[src/rtl/cond_seq_pkg.sv]
// Package: shared types for the conditional branch nesting controller.
// Assumes: the combine code is two bits wide and all four values are defined.
package cond_seq_pkg;

    typedef enum logic [1:0] {
        CMB_ANY  = 2'd0,
        CMB_ALL  = 2'd1,
        CMB_X    = 2'd2,
        CMB_Y    = 2'd3
    } comb_op_e;

endpackage

[src/rtl/cond_seq_eval.sv]
// Module: cond_seq_eval
// Evaluates the condition of an if instruction. Each flag is matched for
// equality against its reference bit, and the two matches are merged by
// the combine code.
// Assumes: purely combinational, and every input is valid whenever it is used.
module cond_seq_eval
    import cond_seq_pkg::*;
(
    input  logic     [1:0] flag_i,
    input  logic     [1:0] ref_i,
    input  comb_op_e       op_i,
    output logic           ok_o
);

    logic [1:0] match;

    // Per-flag equality match, one slice per flag.
    for (genvar g = 0; g < 2; g++) begin : g_match
        assign match[g] = ~(flag_i[g] ^ ref_i[g]);
    end

    // Merge the two matches according to the combine code.
    always_comb begin
        case (op_i)
            CMB_ANY: ok_o = match[0] | match[1];
            CMB_ALL: ok_o = match[0] & match[1];
            CMB_X:   ok_o = match[0];
            CMB_Y:   ok_o = match[1];
            default: ok_o = 1'b0;
        endcase
    end

endmodule

[src/rtl/cond_seq_stack.sv]
// Module: cond_seq_stack
// LIFO of pending else-region records. Each record holds a start address
// and a length. Reset empties the stack and fills every slot with all ones
// as an invalid marker.
// Assumes: the caller never pushes onto a full stack, never pops an empty
// one, and never asserts push and pop in the same cycle.
module cond_seq_stack #(
    parameter int DEPTH = 8,
    parameter int AW    = 12,
    parameter int LW    = 12
) (
    input  logic          clk,
    input  logic          rst_n,
    input  logic          push_i,
    input  logic          pop_i,
    input  logic [AW-1:0] push_addr_i,
    input  logic [LW-1:0] push_len_i,
    output logic [AW-1:0] top_addr_o,
    output logic [LW-1:0] top_len_o,
    output logic          empty_o,
    output logic          full_o
);

    localparam int CW = $clog2(DEPTH + 1);
    localparam int IW = (DEPTH > 1) ? $clog2(DEPTH) : 1;

    logic [CW-1:0] cnt;
    logic [AW-1:0] addr_q [DEPTH];
    logic [LW-1:0] len_q  [DEPTH];
    logic [IW-1:0] top_sel;

    assign empty_o = (cnt == '0);
    assign full_o  = (cnt == CW'(DEPTH));

    // Occupancy counter: up on push, down on pop.
    always_ff @(posedge clk) begin
        if (!rst_n)
            cnt <= '0;
        else if (push_i)
            cnt <= cnt + CW'(1);
        else if (pop_i)
            cnt <= cnt - CW'(1);
    end

    // One storage slot per entry, written when it is the next free slot.
    for (genvar g = 0; g < DEPTH; g++) begin : g_slot
        always_ff @(posedge clk) begin
            if (!rst_n) begin
                addr_q[g] <= '1;
                len_q[g]  <= '1;
            end else if (push_i && cnt == CW'(g)) begin
                addr_q[g] <= push_addr_i;
                len_q[g]  <= push_len_i;
            end
        end
    end

    // Select the newest record (slot 0 when empty, which the caller ignores).
    always_comb begin
        top_sel    = empty_o ? '0 : IW'(cnt - CW'(1));
        top_addr_o = addr_q[top_sel];
        top_len_o  = len_q[top_sel];
    end

    a_r10_no_push_full: assert property (@(posedge clk) disable iff (!rst_n)
        !(push_i && full_o));
    a_r11_no_pop_empty: assert property (@(posedge clk) disable iff (!rst_n)
        !(pop_i && empty_o));
    a_r11_push_on_top: assert property (@(posedge clk) disable iff (!rst_n)
        push_i |=> (top_addr_o == $past(push_addr_i) && top_len_o == $past(push_len_i)));
    a_r10_depth_bound: assert property (@(posedge clk) disable iff (!rst_n)
        cnt <= CW'(DEPTH));

endmodule

[src/rtl/cond_seq.sv]
// Module: cond_seq (top)
// Program-counter sequencer for conditional if instructions. On each
// retired step it computes the base PC: PC+1, or the target when an if
// fails. A passing if pushes a record; a push onto a full stack is dropped
// and sets a sticky overflow flag. The base PC is then checked against the
// newest record, which is either the one pushed in this step or the current
// top. On a match the PC jumps past the else-region and the record is
// popped; a push and a pop in the same step cancel each other.
// Assumes: LEN_W <= PC_W, and the PC wraps modulo 2**PC_W.
module cond_seq
    import cond_seq_pkg::*;
#(
    parameter int PC_W  = 12,
    parameter int LEN_W = 12,
    parameter int DEPTH = 8
) (
    input  logic             clk,
    input  logic             rst_n,
    input  logic             step_i,
    input  logic             halt_i,
    input  logic             is_if_i,
    input  logic             ref_x_i,
    input  logic             ref_y_i,
    input  logic [1:0]       comb_op_i,
    input  logic             flag_x_i,
    input  logic             flag_y_i,
    input  logic [PC_W-1:0]  target_i,
    input  logic [LEN_W-1:0] skip_len_i,
    output logic [PC_W-1:0]  pc_o,
    output logic             ovf_o
);

    logic [PC_W-1:0]  pc_q;
    logic             ovf_q;
    logic             step_en;
    logic             cond_ok;
    comb_op_e         op_e;
    logic             stk_push, stk_pop, stk_empty, stk_full;
    logic [PC_W-1:0]  top_addr;
    logic [LEN_W-1:0] top_len;
    logic             want_push, accept;
    logic             eff_valid, hit;
    logic [PC_W-1:0]  base_pc, eff_addr, nxt_pc;
    logic [LEN_W-1:0] eff_len;

    assign op_e    = comb_op_e'(comb_op_i);
    assign step_en = step_i && !halt_i;

    cond_seq_eval i_eval (
        .flag_i ({flag_y_i, flag_x_i}),
        .ref_i  ({ref_y_i, ref_x_i}),
        .op_i   (op_e),
        .ok_o   (cond_ok)
    );

    cond_seq_stack #(.DEPTH(DEPTH), .AW(PC_W), .LW(LEN_W)) i_stack (
        .clk         (clk),
        .rst_n       (rst_n),
        .push_i      (stk_push),
        .pop_i       (stk_pop),
        .push_addr_i (target_i),
        .push_len_i  (skip_len_i),
        .top_addr_o  (top_addr),
        .top_len_o   (top_len),
        .empty_o     (stk_empty),
        .full_o      (stk_full)
    );

    // Next-PC selection, end-of-else detection and stack control.
    always_comb begin
        want_push = step_en && is_if_i && cond_ok;
        accept    = want_push && !stk_full;
        base_pc   = (is_if_i && !cond_ok) ? target_i : pc_q + PC_W'(1);
        eff_valid = accept || !stk_empty;
        eff_addr  = accept ? target_i   : top_addr;
        eff_len   = accept ? skip_len_i : top_len;
        hit       = step_en && eff_valid && (base_pc == eff_addr);
        nxt_pc    = hit ? base_pc + PC_W'(eff_len) : base_pc;
        stk_push  = accept && !hit;
        stk_pop   = hit && !accept;
    end

    // PC register: updates once per enabled step.
    always_ff @(posedge clk) begin
        if (!rst_n)
            pc_q <= '0;
        else if (step_en)
            pc_q <= nxt_pc;
    end

    // Sticky overflow: set by a passing if on a full stack.
    always_ff @(posedge clk) begin
        if (!rst_n)
            ovf_q <= 1'b0;
        else if (want_push && stk_full)
            ovf_q <= 1'b1;
    end

    assign pc_o  = pc_q;
    assign ovf_o = ovf_q;

    a_r10_ovf_sticky: assert property (@(posedge clk) disable iff (!rst_n)
        ovf_o |=> ovf_o);
    a_r3_halt_hold: assert property (@(posedge clk) disable iff (!rst_n)
        halt_i |=> $stable(pc_o));
    a_r2_idle_hold: assert property (@(posedge clk) disable iff (!rst_n)
        !step_i |=> $stable(pc_o));
    a_r7_fail_jump: assert property (@(posedge clk) disable iff (!rst_n)
        (step_en && is_if_i && !cond_ok && stk_empty) |=> (pc_o == $past(target_i)));
    a_r2_plain_inc: assert property (@(posedge clk) disable iff (!rst_n)
        (step_en && !is_if_i && stk_empty) |=> (pc_o == $past(pc_o) + PC_W'(1)));

endmodule

[config.mk]
export PLATFORM = sky130hd
export DESIGN_NAME = cond_seq
export DESIGN_NICKNAME = d
export VERILOG_FILES = /design/src/rtl/cond_seq_pkg.sv /design/src/rtl/cond_seq_eval.sv /design/src/rtl/cond_seq_stack.sv /design/src/rtl/cond_seq.sv
export SDC_FILE = /design/constraint.sdc
export NUM_CORES = 1
export LEC_CHECK = 0
export BUFFER_PORTS_ARGS = -buffer_cell sky130_fd_sc_hd__buf_2
export CELL_PAD_IN_SITES_DETAIL_PLACEMENT = 1
export CELL_PAD_IN_SITES_GLOBAL_PLACEMENT = 2
export CORE_MARGIN = 2
export CORE_UTILIZATION = 38
export DETAILED_ROUTE_END_ITERATION = 12
export PLACE_DENSITY = 0.89
export SLEW_MARGIN = 20
export SYNTH_ARGS = -nofsm -noshare
export SYNTH_HDL_FRONTEND = slang
export SYNTH_SLANG_ARGS = --single-unit
[constraint.sdc]
create_clock -name clk -period 6.5 [get_ports clk]
set_clock_uncertainty 0.2 [all_clocks]
set_input_delay 0.325 -clock clk [delete_from_list [all_inputs] [get_ports clk]]
set_output_delay 0.325 -clock clk [all_outputs]
set_load 0.01 [all_outputs]
---- Word-level counts from Yosys, hierarchy flattened ----
Memory sizes are Yosys's and may differ from the RTL's.
Index checks and enable logic that the tools add are counted.
storage, ports and cells
  bits in registers ....................... 17
  RAM bits ................................ 192
  word-level logic and storage cells ...... 120
  memories kept ........................... 2
operators by class
  add/subtract/negate cells ............... 4
  equality and inequality tests ........... 12
  mux-type cells .......................... 49
  bitwise logic cells ..................... 22
  reduce and logical (&&, ||, !) cells .... 28
memories
  name            depth  width  read ports  clocked after Yosys merged registers in  wr ports  line                  source
  i_stack.addr_q  8      12     1           0                                        8         cond_seq_stack.sv:28  logic [AW-1:0] addr_q [DEPTH];
  i_stack.len_q   8      12     1           0                                        8         cond_seq_stack.sv:29  logic [LW-1:0] len_q [DEPTH];
operator list
  operator                                             count
  2-to-1 mux 12 bit                                    20
  2-to-1 mux 1 bit                                     25
  logical AND 1 bit                                    18
  bitwise OR 1 bit                                     17
  equality test 4 x 3 -> 1 bit, second input constant  4
  adder 12 x 1 -> 12 bit, second input constant        1
  adder 12 bit                                         1
  equality test 12 bit                                 1
  equality test 4 x 2 -> 1 bit, second input constant  2
  2-to-1 mux 4 bit                                     2
  zero test 1 bit                                      6
  adder 4 x 1 -> 4 bit, second input constant          1
  equality test 2 bit, second input constant           2
  equality test 4 x 1 -> 1 bit, second input constant  1
  equality test 4 bit, second input constant           1
  zero test 4 bit                                      1
  case mux 1 bit (4 select lines)                      1
  subtractor 4 x 1 -> 4 bit, second input constant     1
  2-to-1 mux 3 bit                                     1
  equality test 2 x 1 -> 1 bit, second input constant  1
  zero test 2 bit                                      1
  inverter 1 bit                                       2
  nonzero test 2 bit                                   1
  bitwise XOR 1 bit                                    2
  2 further kinds                                      2

---- Longest topological paths before layout ----
Gate-level depths: netlist of the first run.
  depth in word-level cells ............... 16
  mapped depth ............................ 24

---- By module ----
From an unflattened synthesis of the first run, not the netlist that was laid out.
second synthesis, totals
  cells, all modules ...................... 1,058
  area total of the unflattened synthesis .. 11,812.6 µm²
by module, submodules not included
  module          instances  cells an instance  area each (µm²)  seq. area each (µm²)
  cond_seq_stack  1          745                9,556.7          5,845.6
  cond_seq        1          308                2,217.1          260.2
  cond_seq_eval   1          5                  38.8             0.0

---- Worst setup path before layout of the first run ----
OpenSTA, ideal clock, no wires.
  path type ............................... reg-to-reg
  from .................................... register i_stack.cnt[0]
  to ...................................... memory i_stack.addr_q[1][0] (enable)
  arrival time ............................ 5.653 ns
  setup slack ............................. 0.208 ns
  cell stages (with the launch flop) ...... 19
  clock period less this slack ............ 6.292 ns
  cells stage by stage .................... dfxtp_1 buf_2 inv_2 clkbuf_1 ha_1 clkbuf_1 clkbuf_1 clkbuf_1 mux4_2 a221oi_1 xor2_1 a31oi_1 nor4_1 nand4b_1 ha_1 buf_1 nand2_1 clkbuf_1 o21ai_0
RTL lines
  item                    line                  source
  from (decl)             cond_seq_stack.sv:27  logic [CW-1:0] cnt;
  from (signal assigned)  cond_seq_stack.sv:40  cnt <= cnt + CW'(1);
  from (signal assigned)  cond_seq_stack.sv:42  cnt <= cnt - CW'(1);
  to (decl)               cond_seq_stack.sv:28

==> impl_metrics.toml, run 1 <==
[timing]
post-route-period-util_pct = 86.9
hold_viol = 6
slew_viol_final = 0
maxSlewHeadroom_pct = 32.8
setup_violations = 0
fmax_mhz = 177
fin_setup_tns_ns = 0
holdWs_ns = -0.0196
grt_setup_unrepaired = "no"
worstMarginPinSlew_ns = 1.01
period_minus_slack_ns = 5.65

[placed_design]
gp_congestion = 0.873
hpwl_um = 24300
io_buffers = 47

[clock_tree]
path_clk_slew_ns = 0.07
cts.sink_count = 209
post-cts-setup-buffers = 0
tritoncts = "yes"
cts_root_buf = "clkbuf_16"
cts_buffers = 24
clk_latency_ns = 0.54
htreeDepth = 1
clockBufferDepth = 3

[route]
drc_errors = 0
dr_total_vias = 9008
first_pass_iters = 5
drt_wl_total_um = 37100
ant_nets = 0
drt_iter0_drc = 886
post_drt_via_cell_ratio = 6.01
post_drt_wl_per_cell_um = 24.7

[power_and_ir_drop]
p_leak_nw = 3.84
max-vdd-ir-drop_mv = 0.210
finalPower_w = 0.00346
p_per_area_mw_per_mm2 = 268

[logic_synthesis]
synth.net_count = 1125
synth_seq_cells = 209
synth_ff_type = "edfxtp_1"
syn_inst = 1073
synth_cell_types = 82
ys_warn_count = 0
synth-edff-count = 192
synthArstFlopShare_pct = 0
netlist_area_mm2 = 0.0115
seq_area_frac_synth_pct = 53.3
synth.avg_cell_area_um2 = 10.7

[finish]
diodes = 0
nNetsFinal = 1146
fillers = 3265
drive_gt1_share_pct = 15.1
area_growth_pct = 12.7

[global_route]
grt_max_degree = 64
grt_pass1_vias = 9129
antenna_found_initial = 0
grt_pass1_wl_um = 56500
grt-ovfl-total = 0
grtUsageTotal_pct = 23.7

[floorplan]
die_y_um = 178
io_pins = 48
core_mm2 = 0.0296
dieArea_mm2 = 0.0315
start_util_pct = 38.6
fp.dieW_um = 178
num_rows = 63

[critical_path]
critPathCaptureType = "flop"
critPathLaunchType = "flop"
cp.arrival_ns = 5.64
r2r_start = "i_stack.cnt[1]$_SDFFE_PN0P_"
timing.rr.end = "i_stack.addr_q[5][9]$_SDFFCE_PN1P_"
reg2reg_depth = 16
crit_type = "flop to flop"
path_max_fanout = 43
reg2reg_slack_ns = 0.85
cp_data_required_time_ns = 6.49

[status]
violations = "hold timing"
status = "complete, but fails checks"

[worst_hold_path]
hp-start = "halt_i"
whs_path_depth = 3
hold_path_end = "pc_o[6]$_SDFFE_PN0N_"
worst_hold_path_type = "input pin to flop"

[flow_run]
drv_cap = 0
synth_stat cells (14+ instances only):
master,count,area (µm²)
a21oi_1,39,195
clkbuf_1,66,248
a211oi_1,22,165
inv_1,15,56.3
nand2_1,130,488
or2_2,21,131
or3_1,141,882
nor2b_1,21,131
xnor2_1,22,193
nor2_1,34,128
dfxtp_1,17,340
xor2_1,14,123
nand3_1,34,170
ha_1,16,200
mux2i_1,28,280
a31oi_1,16,100
edfxtp_1,192,5770
o21ai_0,43,215
where the power goes:
| part | internal, W | leakage, nW | switching, W |
|---|---|---|---|
| Sequential | 0.00148 | 1.49 | 0.0000138 |
| Clock | 0.000765 | 0.369 | 0.000555 |
| Combinational | 0.000217 | 1.99 | 0.000434 |
| Total | 0.00246 | 3.84 | 0.00100 |
cell families (layout without fill, tap and decap cells):
kind of cell,Yosys count,in the layout,share of synthesized area [%]
AND/OR/NAND/NOR,442,442,20.4
AO/OA/AOI/OAI,214,214,13.1
flip-flops,209,209,53.3
buffers and inverters,111,148,4.00
multiplexers,41,41,4.17
XOR/XNOR,37,37,2.90
adder cells (fa/ha/maj),19,19,2.10
placed cells by master (no fill, tap or decap), types with 5 or more instances in the layout:
cell           netlist  layout
a31oi_1             16      16
clkinv_2             1       6
nor3_1               8       8
xnor2_1             22      22
ha_1                16      15
nand4_1              8       8
xor2_1              14      14
inv_1               15      15
nand3_1             34      34
dfxtp_1             17      17
mux2i_1             28      28
mux2_2               6       6
nand2_1            130     130
a211oi_1            22      22
a21oi_1             39      39
clkbuf_16            0      24
dlygate4sd3_1        0       8
a2111oi_0            7       7
edfxtp_1           192     192
o21ai_0             43      36
a221o_1              6       6
a311oi_1            13      13
or2_2               21      21
buf_2               11      47
nor2b_1             21      20
o21ai_1              5       5
o22ai_1              5       5
clkinv_1             2       7
a21o_1               7       7
o21ai_2              1       8
buf_4                1      32
and2_1               9       9
a221oi_1             6       6
or3_1              141     141
nor2_1              34      33
nand2b_1            12      12
per-layer routing:
metal  share of wire (%)  GRT usage [%]
met2                  48           38.9
met5                   0              0
met3                 5.5           3.51
met1                  44           32.3
met4                 3.1           7.45
through the flow:
stage,setup slack [ns],hold WS (ns),instance area [µm²],cells,utilization [%]
6_report,0.850,-0.0196,12900,1500,43.5
5_1_grt,0.540,0.00155,12900,1500,43.5
4_1_cts,0.960,0.000281,12900,1500,43.5
3_5_place_dp,0.983,0.331,12100,1450,40.7
3_3_place_gp,1.14,0.311,12100,1450,40.7
2_1_floorplan,0.208,0.304,11500,1073,-
registers in the layout, summed over array words and instances, names as in the netlist:
register	cells
i_stack.addr_q	96
i_stack.cnt	4
i_stack.len_q	96
ovf_o	1
pc_o	12
critical path, cell delays in order (launching register included):
cell and delay [ns]:
dfxtp_1 0.42, inv_1 0.09, ha_2 0.59, buf_4 0.41, nand2b_1 0.16, buf_4 0.36, o211ai_1 0.15, o22ai_1 0.50
o211ai_1 0.15, a32oi_1 0.25, nor2_1 0.08, nand4b_1 0.12, ha_1 0.44, nand2_1 0.16, buf_4 0.31, o21ai_2 0.51
buf_4 0.39
how the worst max path moves through the flow:
stage | from | endpoint | slack (ns) | cells past startpoint
after detailed placement | i_stack.cnt[1]$_SDFFE_PN0P_ | i_stack.len_q[5][10]$_SDFFCE_PN1P_ | 0.98 | 16
after CTS | i_stack.cnt[1]$_SDFFE_PN0P_ | i_stack.len_q[5][3]$_SDFFCE_PN1P_ | 0.96 | 16
after floorplan | i_stack.cnt[0]$_SDFFE_PN0P_ | i_stack.addr_q[1][0]$_SDFFCE_PN1P_ | 0.21 | 18
final | i_stack.cnt[1]$_SDFFE_PN0P_ | i_stack.addr_q[5][9]$_SDFFCE_PN1P_ | 0.85 | 16
after global routing | i_stack.cnt[1]$_SDFFE_PN0P_ | i_stack.addr_q[5][9]$_SDFFCE_PN1P_ | 0.54 | 16
after global placement | i_stack.cnt[1]$_SDFFE_PN0P_ | i_stack.len_q[5][8]$_SDFFCE_PN1P_ | 1.14 | 16
layout make-up:
cell class	instances	area, µm²	share of cell area [%]
inverter	19	72.6	0.562
tap	390	488	3.78
clock buffer	28	626	4.85
clock inverter	14	128	0.989
sequential	209	6110	47.3
timing repair buffer	87	556	4.31
multi-input combinational	753	4930	38.2
what timing repair did:
item	in CTS	in global routing
hold endpoints to repair	48	0
resized for setup	0	0
hold buffers	8	0
Power figures use the tool's default switching activity.
==> inputs of run 2 (changes only) <==
--- a/config.mk
+++ b/config.mk
@@ -11,8 +11,10 @@
 export CORE_MARGIN = 2
 export CORE_UTILIZATION = 38
 export DETAILED_ROUTE_END_ITERATION = 12
-export PLACE_DENSITY = 0.89
-export SLEW_MARGIN = 20
+export PLACE_DENSITY = 0.88
+export SETUP_SLACK_MARGIN = 0.3
+export SLEW_MARGIN = 5
 export SYNTH_ARGS = -nofsm -noshare
 export SYNTH_HDL_FRONTEND = slang
+export SYNTH_HIERARCHICAL = 1
 export SYNTH_SLANG_ARGS = --single-unit
==> run 2 against run 1 <==
Compared with the run above: the run now ends clean; flip-flop and latch count is the same; critical path depth unchanged; hold slack improved by 0.046 ns; synthesized cell count decreased by 1.4%; setup slack got worse by 0.33 ns; final cell count fell by 0.60%; critical path type unchanged.
==> impl_metrics.toml, run 2 <==
[status]
status = "finished, final reports clean"

[power_and_ir_drop]
max-vdd-ir-drop_mv = 0.177
p_per_area_mw_per_mm2 = 242
p_leak_nw = 3.84

[finish]
drive_gt1_share_pct = 15.3
diodes = 0
fillers = 3281
area_growth_pct = 13.5
final_cell_mix = "196 x or3_1, 192 x edfxtp_1, 50 x nor3b_1"
nNetsFinal = 1138
utilization_pct = 43.8
final_common_cell = "or3_1"

[logic_synthesis]
synth_seq_cells = 209
syn_inst = 1058
synth-edff-count = 192
synth_top_area_cell = "edfxtp_1"
netlist_top_cells_area = "edfxtp_1 49%, or3_1 10%, nor3b_1 3.2%, dfxtp_1 2.9%, mux2i_1 2.9%"
synth_ff_type = "edfxtp_1"
synthTopCellsByCount = "196 x or3_1, 192 x edfxtp_1, 73 x clkbuf_1, 50 x nor3b_1, 49 x o21ai_0"
synth.net_count = 1111
synth_top_area_share_pct = 48.8
yosysMostFrequentCell = "or3_1"
synthArstFlopShare_pct = 0
seq_area_frac_synth_pct = 51.7
synth.avg_cell_area_um2 = 11.2
ys_warn_count = 6
netlist_area_mm2 = 0.0118
synth_cell_types = 73

[timing]
holdWs_ns = 0.0268
setup_violations = 0
slew_viol_final = 0
period_minus_slack_ns = 5.98
hold_viol = 0
maxSlewHeadroom_pct = 27.7
post-route-period-util_pct = 92.0
fmax_mhz = 167
fin_setup_tns_ns = 0
worstMarginPinSlew_ns = 1.08
grt_setup_unrepaired = "no"

[global_route]
grt_pass1_vias = 9655
grt-ovfl-total = 0
grt_pass1_wl_um = 59000
grtUsageTotal_pct = 23.2
grt_max_degree = 82
antenna_found_initial = 0

[floorplan]
dieArea_mm2 = 0.0325
io_pins = 48
num_rows = 64
start_util_pct = 38.6
core_mm2 = 0.0306
die_y_um = 180
fp.dieW_um = 180

[flow_run]
drv_cap = 0

[critical_path]
cp.arrival_ns = 6.04
cp_slowest_stage_delay_ns = 0.75
r2r_start = "i_stack/cnt[0]$_SDFFE_PN0P_"
critPathCaptureType = "flop"
path_max_fanout = 31
reg2reg_slack_ns = 0.52
crit_type = "flop to flop"
critPathLaunchType = "flop"
crit_family = "simple AND/OR/NAND/NOR gates"
reg2reg_depth = 16
crit_top_cell = "inv_1"
timing.rr.end = "i_stack/addr_q[2][5]$_SDFFCE_PN1P_"
cpMaxStageDelayCell = "a2111oi_1"
cp_num_buf_inv = 4
cp_data_required_time_ns = 6.56
crit_path_cell_trace = "inv_1 > ha_1 > inv_1 > o21ai_4 > buf_12 > a2111oi_0 > a2111oi_1 > mux2_2 > nand3_1 > nor3b_2 > nor4b_4 > and2_1 > nor2_1 > nand2_2 > buf_4 > or3_1"

[worst_hold_path]
whs_path_depth = 2
hp-start = "skip_len_i[11]"
hold_path_end = "i_stack/len_q[4][11]$_SDFFCE_PN1P_"
worst_hold_path_type = "input pin to flop"

[clock_tree]
cts_buffers = 24
cts.sink_count = 209
clockBufferDepth = 3
htreeDepth = 1
cts_root_buf = "clkbuf_16"
tritoncts = "yes"
clk_latency_ns = 0.52
path_clk_slew_ns = 0.06

[route]
ant_nets = 0
post_drt_via_cell_ratio = 6.23
first_pass_iters = 5
drt_wl_total_um = 38800
drt_iter0_drc = 944
drc_errors = 0
post_drt_wl_per_cell_um = 26.0
dr_total_vias = 9295

[placed_design]
hpwl_um = 24800
gp_congestion = 0.864
io_buffers = 47
## run 2: changes by cell type in the layout (fill, tap and decap cells not counted), sizes merged, moves of 16 or more
cell	before	now
o21a	3	24
nand2	131	45
a21oi	40	19
buf	79	98
or3	141	197
nor3b	2	53
nand3	34	18
a2111oi	8	48
nor4b	0	26
or2	21	4
## run 2: worst max-delay path by stage
stage,start,to,slack (ns),cells after the start
floorplan,i_stack/cnt[0]$_SDFFE_PN0P_,i_stack/addr_q[3][0]$_SDFFCE_PN1P_,0.40,21
CTS,i_stack/cnt[0]$_SDFFE_PN0P_,i_stack/addr_q[2][9]$_SDFFCE_PN1P_,0.49,16
global placement,i_stack/cnt[0]$_SDFFE_PN0P_,pc_o[10]$_SDFFE_PN0N_,0.81,19
global route,i_stack/cnt[0]$_SDFFE_PN0P_,i_stack/addr_q[2][4]$_SDFFCE_PN1P_,0.28,16
detailed placement,i_stack/cnt[0]$_SDFFE_PN0P_,i_stack/addr_q[2][9]$_SDFFCE_PN1P_,0.49,16
finish,i_stack/cnt[0]$_SDFFE_PN0P_,i_stack/addr_q[2][5]$_SDFFCE_PN1P_,0.52,16
## run 2: power by group
group / total [W] / leakage, nW / switching [W] / internal [W]
combinational: 0.000501 / 2.05 / 0.000333 / 0.000169
clock: 0.00126 / 0.347 / 0.000532 / 0.000727
sequential: 0.00148 / 1.45 / 0.0000119 / 0.00147
## run 2: metal layers
metal / wire length [µm] / up-vias / track usage, %
li1: - / 4157 / -
met1: 16700 / 4753 / 31.8
met2: 18700 / 334 / 38.6
met3: 2610 / 51 / 3.31
met4: 806 / 0 / 6.10
met5: 0 / - / 0
## run 2: per-stage QoR
step | cells | instance area [µm²] | worst slack [ns] | power [W]
2_1_floorplan | 1058 | 11800 | 0.403 | 0.00181
3_3_place_gp | 1450 | 12600 | 0.807 | 0.00198
3_5_place_dp | 1450 | 12600 | 0.490 | 0.00200
4_1_cts | 1489 | 13400 | 0.491 | 0.00325
5_1_grt | 1491 | 13400 | 0.282 | 0.00334
6_report | 1491 | 13400 | 0.517 | 0.00324
## run 2: kinds of logic (layout without fill, tap and decap cells)
| family | after synthesis | after routing | synth area share, % |
|---|---|---|---|
| flip-flops | 209 | 209 | 51.7 |
| AO/OA/AOI/OAI | 221 | 221 | 14.0 |
| buffers and inverters | 122 | 158 | 4.60 |
| AND/OR/NAND/NOR | 420 | 421 | 22.3 |
| adder cells (fa/ha/maj) | 18 | 18 | 1.97 |
| multiplexers | 35 | 35 | 2.98 |
| XOR/XNOR | 33 | 33 | 2.45 |
## run 2: cell type report
type                       count  area, µm²  area share [%]
clock buffer                  27        633            4.72
clock inverter                 9       72.6           0.541
inverter                      21       78.8           0.588
multi-input combinational    728       5270            39.3
sequential                   209       6110            45.6
tap                          396        495            3.69
timing repair buffer         101        748            5.58
## run 2: timing repair
item                                   4_1_cts  5_1_grt
resized for setup                            0        2
endpoints found under the hold margin        4        0
setup endpoints to repair                    0      228
setup buffers                                0        1
hold buffers                                 3        0
## run 2: worst register-to-register path: stages, from the launching register on
cell	delay, ns
dfxtp_4	0.34
inv_1	0.17
ha_1	0.45
inv_1	0.16
o21ai_4	0.58
buf_12	0.26
a2111oi_0	0.16
a2111oi_1	0.75
mux2_2	0.30
nand3_1	0.07
nor3b_2	0.20
nor4b_4	0.14
and2_1	0.27
nor2_1	0.47
nand2_2	0.41
buf_4	0.38
or3_1	0.42
==> inputs of run 3 (changes only) <==
--- a/config.mk
+++ b/config.mk
@@ -9,9 +9,10 @@
 export CELL_PAD_IN_SITES_DETAIL_PLACEMENT = 1
 export CELL_PAD_IN_SITES_GLOBAL_PLACEMENT = 2
 export CORE_MARGIN = 2
-export CORE_UTILIZATION = 38
+export CORE_UTILIZATION = 42
 export DETAILED_ROUTE_END_ITERATION = 12
-export PLACE_DENSITY = 0.88
+export HOLD_SLACK_MARGIN = 0.1
+export PLACE_DENSITY = 0.92
 export SETUP_SLACK_MARGIN = 0.3
 export SLEW_MARGIN = 5
 export SYNTH_ARGS = -nofsm -noshare
==> constraint.sdc (replaced) <==
create_clock -name clk -period 5.7 [get_ports clk]
set_clock_uncertainty 0.2 [all_clocks]
set_input_delay 0.285 -clock clk [delete_from_list [all_inputs] [get_ports clk]]
set_output_delay 0.285 -clock clk [all_outputs]
set_load 0.01 [all_outputs]
==> run 3 against run 2 <==
Compared with the run above: design area increased by 3.4%; register-to-register slack lost 0.13 ns; critical path depth grew 2; flip-flop and latch count did not move; clock-buffer cell count grew 3; setup slack worse by 0.13 ns; final cell count up 1.8%; first-iteration DRC count rose by 6.5%; die area shrank 9.3%; wire length increased by 1.7%; clock power rose by 25%; largest cell class unchanged.
==> impl_metrics.toml, run 3 (synthesized netlist as in run 2, its figures left out) <==
[route]
ant_nets = 0
post_drt_wl_per_cell_um = 26.0
dr_total_vias = 9598
post_drt_via_cell_ratio = 6.32
first_pass_iters = 5
drt_wl_total_um = 39500
drt_iter0_drc = 1005
drc_errors = 0

[critical_path]
crit_path_cell_trace = "inv_1 > ha_1 > nor3b_4 > buf_4 > nor2_2 > buf_4 > a211oi_1 > a2111oi_1 > buf_4 > a221o_1 > a22oi_1 > nor4_1 > and2_1 > nor2_1 > nand2_1 > buf_4 > o21ai_2 > buf_12"
path_max_fanout = 24
critPathCaptureType = "flop"
crit_top_cell = "buf_4"
cpMaxStageDelayCell = "nor3b_4"
crit_type = "flop to flop"
cp.arrival_ns = 5.32
critPathLaunchType = "flop"
cp_slowest_stage_delay_ns = 0.42
cp_data_required_time_ns = 5.71

[finish]
final_common_cell = "or3_1"
final_cell_mix = "196 x or3_1, 192 x edfxtp_1, 59 x buf_4"
nNetsFinal = 1177
drive_gt1_share_pct = 17.2
fillers = 2914
area_growth_pct = 17.4
diodes = 0
finalNonFillerCells = 1518
final_area_mm2 = 0.0139

[power_and_ir_drop]
max-vdd-ir-drop_mv = 0.172
p_leak_nw = 4.07
pwr-share-comb_pct = 15.5
clockPowerShare_pct = 40.8
intPower_w = 0.00283
seq_power_share_pct = 43.8
switching_share_pct = 26.8
p_sw_w = 0.00103
finalPower_w = 0.00386
p_per_area_mw_per_mm2 = 278

[timing]
holdWs_ns = 0.154
slew_viol_final = 0
fin_setup_tns_ns = 0
fmax_mhz = 188
period_minus_slack_ns = 5.32
grt_setup_unrepaired = "no"
post-route-period-util_pct = 93.3
setup_violations = 0
hold_viol = 0
worstMarginPinSlew_ns = 1.03
maxSlewHeadroom_pct = 31.4

[floorplan]
fp.dieW_um = 172
die_y_um = 172
dieArea_mm2 = 0.0295
start_util_pct = 42.6
core_mm2 = 0.0277
io_pins = 48
num_rows = 61

[global_route]
grt_max_degree = 97
grtUsageTotal_pct = 26.8
grt_pass1_vias = 9838
grt_pass1_wl_um = 60100
grt-ovfl-total = 0
antenna_found_initial = 0

[worst_hold_path]
worst_hold_path_type = "input pin to flop"

[flow_run]
drv_cap = 0

[clock_tree]
cts_root_buf = "clkbuf_16"
clockBufferDepth = 3
tritoncts = "yes"
cts.sink_count = 209
cts_buffers = 24
path_clk_slew_ns = 0.06
htreeDepth = 1
clk_latency_ns = 0.52

[placed_design]
placed_area_mm2 = 0.0127
gp_congestion = 0.864
dpl.cell_count = 1441
hpwl_um = 24300
io_buffers = 47

[status]
status = "finished, final reports clean"
## run 3: cell types whose count changed in the layout (fill, tap and decap cells not counted), sizes merged
cell	change
dlygate4sd3	+22
buf	+17
clkbuf	+4
bufinv	+2
clkinv	-1
clkinvlp	+1
inv	+1
nor3b	-1
## run 3: metrics by stage
stage	utilization (%)	worst slack (ns)
global placement	45.7	0.610
global route	50.1	0.223
CTS	49.5	0.320
finish	50.1	0.384
floorplan	-	0.249
detailed placement	45.7	0.484
## run 3: power groups by stage
stage	Clock [W]	Combinational (W)	Sequential [W]
floorplan	0	0.000346	0.00172
global placement	0	0.000542	0.00172
detailed placement	0	0.000556	0.00172
CTS	0.00159	0.000575	0.00169
global route	0.00164	0.000645	0.00169
finish	0.00157	0.000596	0.00169
## run 3: metal layers
metal  wire, µm  share of wire [%]  track usage (%)
met1      16500                 42             36.9
met2      19000                 48             44.6
met5          0                  0                0
met4        883                2.2             7.89
met3       3110                7.9             3.15
## run 3: worst paths after layout
path / start / to / slack [ns] / depth (start not counted)
worst min-delay path: target_i[0] / i_stack/addr_q[2][0]$_SDFFCE_PN1P_ / 0.15 / 2
worst max register to register: i_stack/cnt[0]$_SDFFE_PN0P_ / i_stack/addr_q[5][8]$_SDFFCE_PN1P_ / 0.38 / 18
worst min register to register: ovf_o$_SDFFE_PN0P_ / ovf_o$_SDFFE_PN0P_ / 0.30 / 2
worst max-delay path: i_stack/cnt[0]$_SDFFE_PN0P_ / i_stack/addr_q[5][8]$_SDFFCE_PN1P_ / 0.38 / 18
## run 3: cell type report
class	instances	area, µm²	area share [%]
multi-input cells	727	5310	38.2
inverters	21	78.8	0.568
clock inverters	12	145	1.05
repair buffers	141	1120	8.04
well taps	378	473	3.41
clock buffers	30	644	4.64
flip-flops and latches	209	6110	44.0
## run 3: worst max-delay path, delay by kind of cell (launching register included)
| kind | cells | cell delay, ns |
|---|---|---|
| and+or+nand+nor | 6 | 1.36 |
| AOI/OAI and AO/OA | 5 | 1.34 |
| DFF | 1 | 0.34 |
| buffers and inverters | 6 | 1.40 |
| adders and majority gates | 1 | 0.35 |
## run 3: repair_timing
item | 4_1_cts | 5_1_grt
setup buffers | 0 | 9
hold endpoints to repair | 187 | 0
resized for setup | 0 | 20
hold buffers | 25 | 0
endpoints found under the setup margin | 0 | 280
